--- src/rtl/mdio_pkg.sv ---
package mdio_pkg;
  localparam int ADDR_W      = 5;
  localparam int DATA_W      = 16;
  localparam int PRE_BITS    = 32;
  localparam int FRAME_BITS  = PRE_BITS + 2 + 2 + 2*ADDR_W + 2 + DATA_W;
  localparam int RELEASE_BIT = PRE_BITS + 2 + 2 + 2*ADDR_W;
  localparam int RD_FIRST    = RELEASE_BIT + 2;

  typedef enum logic [1:0] {
    OPC_WRITE = 2'b01,
    OPC_READ  = 2'b10
  } mdio_opc_e;

  function automatic logic [FRAME_BITS-1:0] pack_frame(
    input logic              rd,
    input logic [ADDR_W-1:0] pa,
    input logic [ADDR_W-1:0] ra,
    input logic [DATA_W-1:0] wd
  );
    mdio_opc_e opc;
    opc = rd ? OPC_READ : OPC_WRITE;
    return {{PRE_BITS{1'b1}}, 2'b01, opc, pa, ra, 2'b10, wd};
  endfunction
endpackage

--- src/rtl/mdio_mdc_timer.sv ---
module mdio_mdc_timer #(
  parameter int HALF_DIV = 20
) (
  input  logic clk,
  input  logic rst_n,
  input  logic kick,
  input  logic active,
  input  logic last_bit,
  output logic mdc,
  output logic rise_tick,
  output logic bit_tick
);
  localparam int CW = (HALF_DIV > 1) ? $clog2(HALF_DIV) : 1;
  localparam logic [CW-1:0] CNT_MAX = CW'(HALF_DIV - 1);

  logic [CW-1:0] cnt_q, cnt_d;
  logic          mdc_q, mdc_d;
  logic          phase_end;

  assign phase_end = active && (cnt_q == CNT_MAX);
  assign rise_tick = phase_end && !mdc_q;
  assign bit_tick  = phase_end && mdc_q;

  always_comb begin
    cnt_d = cnt_q;
    mdc_d = mdc_q;
    if (kick) begin
      cnt_d = '0;
      mdc_d = 1'b0;
    end else if (active) begin
      if (phase_end) begin
        cnt_d = '0;
        if (!mdc_q)        mdc_d = 1'b1;
        else if (!last_bit) mdc_d = 1'b0;
      end else begin
        cnt_d = cnt_q + 1'b1;
      end
    end else begin
      cnt_d = '0;
      mdc_d = 1'b1;
    end
  end

  always_ff @(posedge clk or negedge rst_n) begin
    if (!rst_n) begin
      cnt_q <= '0;
      mdc_q <= 1'b1;
    end else begin
      cnt_q <= cnt_d;
      mdc_q <= mdc_d;
    end
  end

  assign mdc = mdc_q;

  // clock rests high outside a frame
  a_r1_idle_mdc_high: assert property (@(posedge clk) disable iff (!rst_n)
    !active |-> mdc_q);
endmodule

--- src/rtl/mdio_frame_seq.sv ---
module mdio_frame_seq
  import mdio_pkg::*;
(
  input  logic              clk,
  input  logic              rst_n,
  input  logic              start,
  input  logic              rd_sel,
  input  logic [ADDR_W-1:0] phy_addr,
  input  logic [ADDR_W-1:0] reg_addr,
  input  logic [DATA_W-1:0] wr_data,
  input  logic              bit_tick,
  output logic              kick,
  output logic              busy,
  output logic              last_bit,
  output logic              is_rd,
  output logic [$clog2(FRAME_BITS)-1:0] bit_idx,
  output logic              mdo,
  output logic              oe,
  output logic              done
);
  localparam int IDX_W = $clog2(FRAME_BITS);
  localparam logic [IDX_W-1:0] LAST_IDX = IDX_W'(FRAME_BITS - 1);
  localparam logic [IDX_W-1:0] REL_IDX  = IDX_W'(RELEASE_BIT);

  logic [FRAME_BITS-1:0] sh_q, sh_d, fresh;
  logic [IDX_W-1:0]      idx_q, idx_d, idx_nx;
  logic busy_q, busy_d, rd_q, rd_d, mdo_q, mdo_d, oe_q, oe_d, done_q, done_d;

  assign kick     = start && !busy_q;
  assign last_bit = (idx_q == LAST_IDX);
  assign fresh    = pack_frame(rd_sel, phy_addr, reg_addr, wr_data);
  assign idx_nx   = idx_q + 1'b1;

  always_comb begin
    sh_d   = sh_q;
    idx_d  = idx_q;
    busy_d = busy_q;
    rd_d   = rd_q;
    mdo_d  = mdo_q;
    oe_d   = oe_q;
    done_d = 1'b0;
    if (kick) begin
      busy_d = 1'b1;
      rd_d   = rd_sel;
      idx_d  = '0;
      mdo_d  = fresh[FRAME_BITS-1];
      sh_d   = {fresh[FRAME_BITS-2:0], 1'b1};
      oe_d   = 1'b1;
    end else if (busy_q && bit_tick) begin
      if (last_bit) begin
        busy_d = 1'b0;
        done_d = 1'b1;
        oe_d   = 1'b0;
        mdo_d  = 1'b1;
      end else begin
        idx_d = idx_nx;
        mdo_d = sh_q[FRAME_BITS-1];
        sh_d  = {sh_q[FRAME_BITS-2:0], 1'b1};
        oe_d  = !(rd_q && (idx_nx >= REL_IDX));
      end
    end
  end

  always_ff @(posedge clk or negedge rst_n) begin
    if (!rst_n) begin
      sh_q   <= '1;
      idx_q  <= '0;
      busy_q <= 1'b0;
      rd_q   <= 1'b0;
      mdo_q  <= 1'b1;
      oe_q   <= 1'b0;
      done_q <= 1'b0;
    end else begin
      sh_q   <= sh_d;
      idx_q  <= idx_d;
      busy_q <= busy_d;
      rd_q   <= rd_d;
      mdo_q  <= mdo_d;
      oe_q   <= oe_d;
      done_q <= done_d;
    end
  end

  assign busy    = busy_q;
  assign is_rd   = rd_q;
  assign bit_idx = idx_q;
  assign mdo     = mdo_q;
  assign oe      = oe_q;
  assign done    = done_q;

  // line released through turnaround and reply in a read
  a_r8_read_release: assert property (@(posedge clk) disable iff (!rst_n)
    (busy_q && rd_q && idx_q >= REL_IDX) |-> !oe_q);
  // done lasts one cycle
  a_r9_done_single: assert property (@(posedge clk) disable iff (!rst_n)
    done_q |=> !done_q);
  // a new request cannot end a frame early
  a_r9_busy_holds: assert property (@(posedge clk) disable iff (!rst_n)
    (busy_q && !last_bit) |=> busy_q);
endmodule

--- src/rtl/mdio_rx_capture.sv ---
module mdio_rx_capture
  import mdio_pkg::*;
(
  input  logic clk,
  input  logic rst_n,
  input  logic rise_tick,
  input  logic is_rd,
  input  logic [$clog2(FRAME_BITS)-1:0] bit_idx,
  input  logic mdio_i,
  output logic [DATA_W-1:0] rd_data
);
  localparam int IDX_W = $clog2(FRAME_BITS);
  localparam logic [IDX_W-1:0] FIRST_IDX = IDX_W'(RD_FIRST);

  logic [DATA_W-1:0] cap_q, cap_d;
  logic              take;

  assign take = rise_tick && is_rd && (bit_idx >= FIRST_IDX);

  always_comb begin
    cap_d = cap_q;
    if (take) cap_d = {cap_q[DATA_W-2:0], mdio_i};
  end

  always_ff @(posedge clk or negedge rst_n) begin
    if (!rst_n) cap_q <= '0;
    else        cap_q <= cap_d;
  end

  assign rd_data = cap_q;
endmodule

--- src/rtl/mdio_master.sv ---
module mdio_master
  import mdio_pkg::*;
#(
  parameter int HALF_DIV = 20
) (
  input  logic        clk,
  input  logic        rst_n,
  input  logic        start,
  input  logic        rd_sel,
  input  logic [4:0]  phy_addr,
  input  logic [4:0]  reg_addr,
  input  logic [15:0] wr_data,
  output logic [15:0] rd_data,
  output logic        done,
  output logic        busy,
  output logic        mdc,
  output logic        mdio_o,
  output logic        mdio_oe,
  input  logic        mdio_i
);
  localparam int IDX_W = $clog2(FRAME_BITS);

  logic kick, last_bit, is_rd, rise_tick, bit_tick;
  logic [IDX_W-1:0] bit_idx;

  mdio_frame_seq u_seq (
    .clk(clk), .rst_n(rst_n), .start(start), .rd_sel(rd_sel),
    .phy_addr(phy_addr), .reg_addr(reg_addr), .wr_data(wr_data),
    .bit_tick(bit_tick), .kick(kick), .busy(busy), .last_bit(last_bit),
    .is_rd(is_rd), .bit_idx(bit_idx), .mdo(mdio_o), .oe(mdio_oe), .done(done)
  );

  mdio_mdc_timer #(.HALF_DIV(HALF_DIV)) u_timer (
    .clk(clk), .rst_n(rst_n), .kick(kick), .active(busy),
    .last_bit(last_bit), .mdc(mdc), .rise_tick(rise_tick), .bit_tick(bit_tick)
  );

  mdio_rx_capture u_rx (
    .clk(clk), .rst_n(rst_n), .rise_tick(rise_tick), .is_rd(is_rd),
    .bit_idx(bit_idx), .mdio_i(mdio_i), .rd_data(rd_data)
  );

  // pad value and enable frozen while MDC is high inside a frame
  a_r5_hold_while_high: assert property (@(posedge clk) disable iff (!rst_n)
    (busy && $past(busy) && mdc && $past(mdc)) |-> ($stable(mdio_o) && $stable(mdio_oe)));
  // nothing driven outside a frame
  a_r1_idle_released: assert property (@(posedge clk) disable iff (!rst_n)
    !busy |-> !mdio_oe);
endmodule

--- config.mk ---
export PLATFORM = sky130hd
export DESIGN_NAME = mdio_master
export DESIGN_NICKNAME = d
export VERILOG_FILES = /design/src/rtl/mdio_pkg.sv /design/src/rtl/mdio_mdc_timer.sv /design/src/rtl/mdio_frame_seq.sv /design/src/rtl/mdio_rx_capture.sv /design/src/rtl/mdio_master.sv
export SDC_FILE = /design/constraint.sdc
export NUM_CORES = 1
export LEC_CHECK = 0
export BUFFER_PORTS_ARGS = -buffer_cell sky130_fd_sc_hd__buf_4
export CORE_UTILIZATION = 45
export DETAILED_ROUTE_END_ITERATION = 10
export GPL_ROUTABILITY_DRIVEN = 0
export SYNTH_ARGS = -nofsm -noshare
export SYNTH_HDL_FRONTEND = slang
export SYNTH_HIERARCHICAL = 1
export SYNTH_SLANG_ARGS = --single-unit
--- constraint.sdc ---
create_clock -name clk -period 2.09 [get_ports clk]
set_input_delay 0.1045 -clock clk [delete_from_list [all_inputs] [get_ports clk]]
set_output_delay 0.1045 -clock clk [all_outputs]
set_load 0.01 [all_outputs]
# Yosys cells after proc, flatten, opt, wreduce, memory -nomap -nowiden
# Cells that the tools add are included.
dict set report totals {
  output_inout_bits 21
  reg_bits 97
  word_cells 59
  input_bits 31
}
dict set report op_classes {
  mux 26
  add_sub_neg 2
  n_eq_ne 4
  magnitude_cmp 2
  n_reduce_logical 15
}
# op count
set ops {}
lappend ops {{64-bit 2-to-1 mux} 3}
lappend ops {{6-bit 2-to-1 mux} 3}
lappend ops {{1-bit 2-to-1 mux} 16}
lappend ops {{5-bit 2-to-1 mux} 3}
lappend ops {{6-bit >= comparator, second input constant} 2}
lappend ops {{1-bit logical AND} 8}
lappend ops {{6-bit by 1-bit adder with 6-bit output, second input constant} 1}
lappend ops {{6-bit == test, second input constant} 1}
lappend ops {{5-bit by 1-bit adder with 5-bit output, second input constant} 1}
lappend ops {{5-bit == test, second input constant} 1}
lappend ops {{2-bit AND reduction} 2}
lappend ops {{2-bit nonzero test} 2}
lappend ops {{1-bit logical NOT} 3}
lappend ops {{3-bit by 2-bit inequality test with 1-bit output, second input constant} 1}
lappend ops {{2-bit 2-to-1 mux} 1}
lappend ops {{2-bit inequality test, second input constant} 1}

# Logic depth before layout (Yosys ltp)
dict set report logic_depth {
  depth_word 7
  ltp_mapped 9
  depth_no_buf 8
}

# By module
# The synthesis kept the hierarchy.
# mod area_each_um2 instances seq_area_each_um2 cells_per_inst
set by_module_without_submodules {}
lappend by_module_without_submodules {mdio_frame_seq 3269.4 1 1931.9 345}
lappend by_module_without_submodules {mdio_rx_capture 650.6 1 400.4 34}
lappend by_module_without_submodules {mdio_mdc_timer 306.5 1 151.4 29}

# Worst setup path before layout
# OpenSTA, ideal clock, no wires.
dict set report synth_path {
  kind {reg-to-reg}
  from {register u_timer.cnt_q[0]}
  to {register u_seq.idx_q[5], in the netlist u_seq/bit_idx[5]}
  period_less_slack_ns 1.922
  setup_slack_ns 0.168
  n_path_buf 1
  stages_incl_launch_ff 10
  setup_ns 0.134
  required_ns 1.956
  arrival_ns 1.789
  cell_sequence {dfrtp_1 ha_1 and4bb_4 and3_1 nand2_1 a31oi_1 nor2_1 buf_4 o21ai_0 o41ai_1}
}
dict set report synth_via {
  elab_chain_cells 6
}
# item line_no
set synth_rtl {}
lappend synth_rtl {{start, declared} mdio_mdc_timer.sv:16} ;# logic [CW-1:0] cnt_q, cnt_d;
lappend synth_rtl {{start signal, assigned} mdio_mdc_timer.sv:49} ;# cnt_q <= cnt_d;
lappend synth_rtl {{5-bit == test} mdio_mdc_timer.sv:20} ;# assign phase_end = active && (cnt_q == CNT_MAX);
lappend synth_rtl {{1-bit logical AND} mdio_mdc_timer.sv:20}
lappend synth_rtl {{1-bit logical AND} mdio_mdc_timer.sv:22} ;# assign bit_tick = phase_end && mdc_q;
lappend synth_rtl {{named net bit_tick} mdio_master.sv:23} ;# logic kick, last_bit, is_rd, rise_tick, bit_tick;
lappend synth_rtl {{1-bit logical AND} mdio_frame_seq.sv:49} ;# end else if (busy_q && bit_tick) begin
lappend synth_rtl {{2-bit nonzero test (no source line)} n/a}
lappend synth_rtl {{2-bit AND reduction (no source line)} n/a}
lappend synth_rtl {{end signal, assigned} mdio_frame_seq.sv:75} ;# idx_q <= idx_d;
lappend synth_rtl {{end, declared} mdio_frame_seq.sv:26} ;# logic [IDX_W-1:0] idx_q, idx_d, idx_nx;
# The timed path passes the listed nets, and every way through them passes these cells.
# A chain may end at the register's enable or synchronous reset.

# Worst setup path after layout
# Same ends and word-level chain as after synthesis.

==> impl_metrics.env <==
export IMPL_max_stage_delay_ns=0.38
export IMPL_dpl_cell_area_sq_um=4800
export IMPL_critPathMaxFanout=41
export IMPL_final_common_cell="nand2_1"
export IMPL_cp_startpoint="u_timer/cnt_q[0]$_DFF_PN0_"
export IMPL_cts_setup_buffers=0
export IMPL_path_delay_family="compound AO/OA/AOI/OAI gates"
export IMPL_grt_pass1_wl_microns=14500
export IMPL_synthXorXnorAreaFrac=0.00622
export IMPL_powerDensity_nw_per_um2=1230
export IMPL_stdcell_area_sq_um=5250
export IMPL_setup_tns_ns=0
export IMPL_synthFlopType="dfstp_2"
export IMPL_arrival_ns=2.23
export IMPL_ys_async_sr_fraction=1.00
export IMPL_finalMaxSlewViolations=0
export IMPL_drt_pass1_iter_count=4
export IMPL_clkTransAtPathRegs_ns=0.09
export IMPL_fin_cells=596
export IMPL_routed_wl_microns=8530
export IMPL_max_cap_viol_count=0
export IMPL_synth_top_family_by_area="simple AND/OR/NAND/NOR gates"
export IMPL_dieWidth_microns=98.9
export IMPL_die_area_sq_um=9780
export IMPL_syn_inst=408
export IMPL_synth_edf_count=0
export IMPL_antenna_cells=0
export IMPL_cts_htree_levels=3
export IMPL_post_dp_hpwl_microns=5250
export IMPL_seqCellArea_sq_um=2480
export IMPL_die_h_microns=98.9
export IMPL_cp_data_required_time_ns=2.32
export IMPL_dp_cells=561
export IMPL_grt_max_degree=48
export IMPL_synth_seq_cells=96
export IMPL_cp_slowest_cell="dfrtp_1"
export IMPL_num_fill_cells=760
export IMPL_power_mw=6.44
export IMPL_cts_root_buffer="clkbuf_8"
export IMPL_synth_simple_area_share=0.195
export IMPL_hold_viol=0
export IMPL_period_share=0.956
export IMPL_final_setup_skew_ns=0.00720
export IMPL_drcViolationCount=0
export IMPL_min_path_type="in -> reg"
export IMPL_yosys_warnings=6
export IMPL_critPathKind="reg -> reg"
export IMPL_path_buf_inv=1
export IMPL_final_cell_mix="nand2_1, dfstp_2, buf_4, nor2_1, o21ai_0"
export IMPL_outcome="finished clean"
export IMPL_synth_compound_area_share=0.108
export IMPL_finalSetupViolCount=0
export IMPL_rsz0062_at_grt="true"
export IMPL_core_sq_um=8890
export IMPL_start_util=0.475
export IMPL_yosys_area_share_adder=0.00888
export IMPL_port_buffer_count=51
export IMPL_r2r_start="u_timer/cnt_q[0]$_DFF_PN0_"
export IMPL_worst_slew_pin_slew_ns=0.566
export IMPL_antenna_found_initial=0
export IMPL_cp_start_kind="flop"
export IMPL_overflow=0
export IMPL_hold_ws_ns=0.0177
export IMPL_period_needed_ns=2.00
export IMPL_synth_nets=442
export IMPL_avgSynthCellArea_sq_um=10.4
export IMPL_p_leak_nw=2.42
export IMPL_min_delay_start="reg_addr[2]"
export IMPL_ant_nets=0
export IMPL_mappedNetlistArea_sq_um=4230
export IMPL_clock_latency_ns=0.35
export IMPL_end_kind="flop"
export IMPL_clockBufferDepth=2
export IMPL_cts_sinks=96
export IMPL_drive_above_1_share=0.361
export IMPL_via_per_inst=5.22
export IMPL_grt_usage=0.183
export IMPL_rows=34
export IMPL_drtIter0Drc=164
export IMPL_synth_mux_area_frac=0.0539
export IMPL_max_freq_mhz=501
export IMPL_worstPathCellList="ha_1, and4bb_4, and3_4, nand2_1, a31o_2, buf_12, o41ai_1"
export IMPL_tritoncts="yes"
export IMPL_multi_input_area_sq_um=1590
export IMPL_slew_headroom=0.623
export IMPL_grt_pass1_vias=3046
export IMPL_ys_types=49
export IMPL_wire_per_inst_microns=14.3
export IMPL_fin_nets=517
export IMPL_io_pins=52
export IMPL_num_vias=3114
export IMPL_cts_buffers=9
export IMPL_yosysSeqAreaShare=0.588
export IMPL_vdd_drop_max_mv=0.581
export IMPL_area_growth_syn_to_layout_pct=24.2
path summary, 6_finish.rpt:
check | depth (start not counted) | to | slack (ns)
min in group asynchronous | 2 | u_timer/cnt_q[4]$_DFF_PN0_ | 0.28
setup / recovery | 7 | u_seq/bit_idx[5]$_DFFE_PN0P_ | 0.09
hold / removal | 3 | u_seq/sh_q[21]$_DFFE_PN1P_ | 0.02
max in group asynchronous | 3 | u_seq/sh_q[9]$_DFFE_PN1P_ | 1.04
hold reg to reg | 2 | u_seq/sh_q[50]$_DFFE_PN1P_ | 0.45
setup reg to reg | 7 | u_seq/bit_idx[5]$_DFFE_PN0P_ | 0.09
metal layers:
layer,routed length (microns),vias to the layer above,global-route usage
met5,0,-,0
met4,82,0,0.0517
met3,280,9,0.0348
met2,4050,59,0.294
met1,4120,1514,0.256
li1,-,1532,-
Yosys cell counts, types with 2 or more instances:
library cell	number	area share
nand2_1	109	0.097
dfstp_2	65	0.40
nor2_1	37	0.033
o21ai_0	34	0.040
dfrtp_1	31	0.18
nand3_1	17	0.020
a31oi_1	13	0.019
mux2_4	10	0.036
o22ai_1	9	0.013
a22oi_1	6	0.011
buf_2	6	0.0071
buf_6	6	0.016
clkbuf_1	6	0.0053
mux2_2	6	0.016
a21oi_1	4	0.0047
buf_4	4	0.0071
and3_1	3	0.0044
ha_1	3	0.0089
nand2b_1	3	0.0044
a221o_1	2	0.0047
and2_1	2	0.0030
inv_1	2	0.0018
nor2b_1	2	0.0030
nor3_1	2	0.0024
xor2_1	2	0.0041
repair_timing:
item                                   in CTS  in global routing
resized for setup                           0                  3
endpoints found under the hold margin      31                  0
hold buffers                               18                  0
setup endpoints to repair                   0                 55
through the flow:
step                       util  worst slack [ns]
after global placement    0.540             0.135
after CTS                 0.587            0.0496
final                     0.590            0.0925
after global routing      0.590          -0.00935
after floorplan               -             0.168
after detailed placement  0.540            0.0848
where the power goes:
group	internal, mW	switching [mW]	leakage [nW]
sequential	3.00	0.501	1.08
combinational	0.760	0.775	1.22
clock	0.783	0.620	0.122
total	4.54	1.90	2.42
worst reg2reg max path: stages, from the launching register on:
cell and delay [ns]:
dfrtp_1 0.38, ha_1 0.17, and4bb_4 0.24, and3_4 0.20, nand2_1 0.09, a31o_2 0.27
buf_12 0.18, o41ai_1 0.36
cell families after synthesis:
logic type,after synthesis
AOI/OAI and AO/OA,76
and+or+nand+nor,186
adders and majority gates,3
DFF,96
muxes,17
xor gates and xnor gates,3
buffers and inverters,27
sequential cells by signal, summed over array words and instances, names as in the netlist, 5 cells and up:
signal and flops:
u_rx/rd_data 16, u_seq/bit_idx 6, u_seq/sh_q 63, u_timer/cnt_q 5
area by class of cell:
cell class | count | area share
clock buffers | 12 | 0.0317
flip-flops and latches | 96 | 0.473
multi-input cells | 285 | 0.303
repair buffers | 88 | 0.150
inverters | 3 | 0.00215
clock inverters | 4 | 0.0141
well taps | 108 | 0.0257
Note: power is estimated with default switching activity, not from simulation.
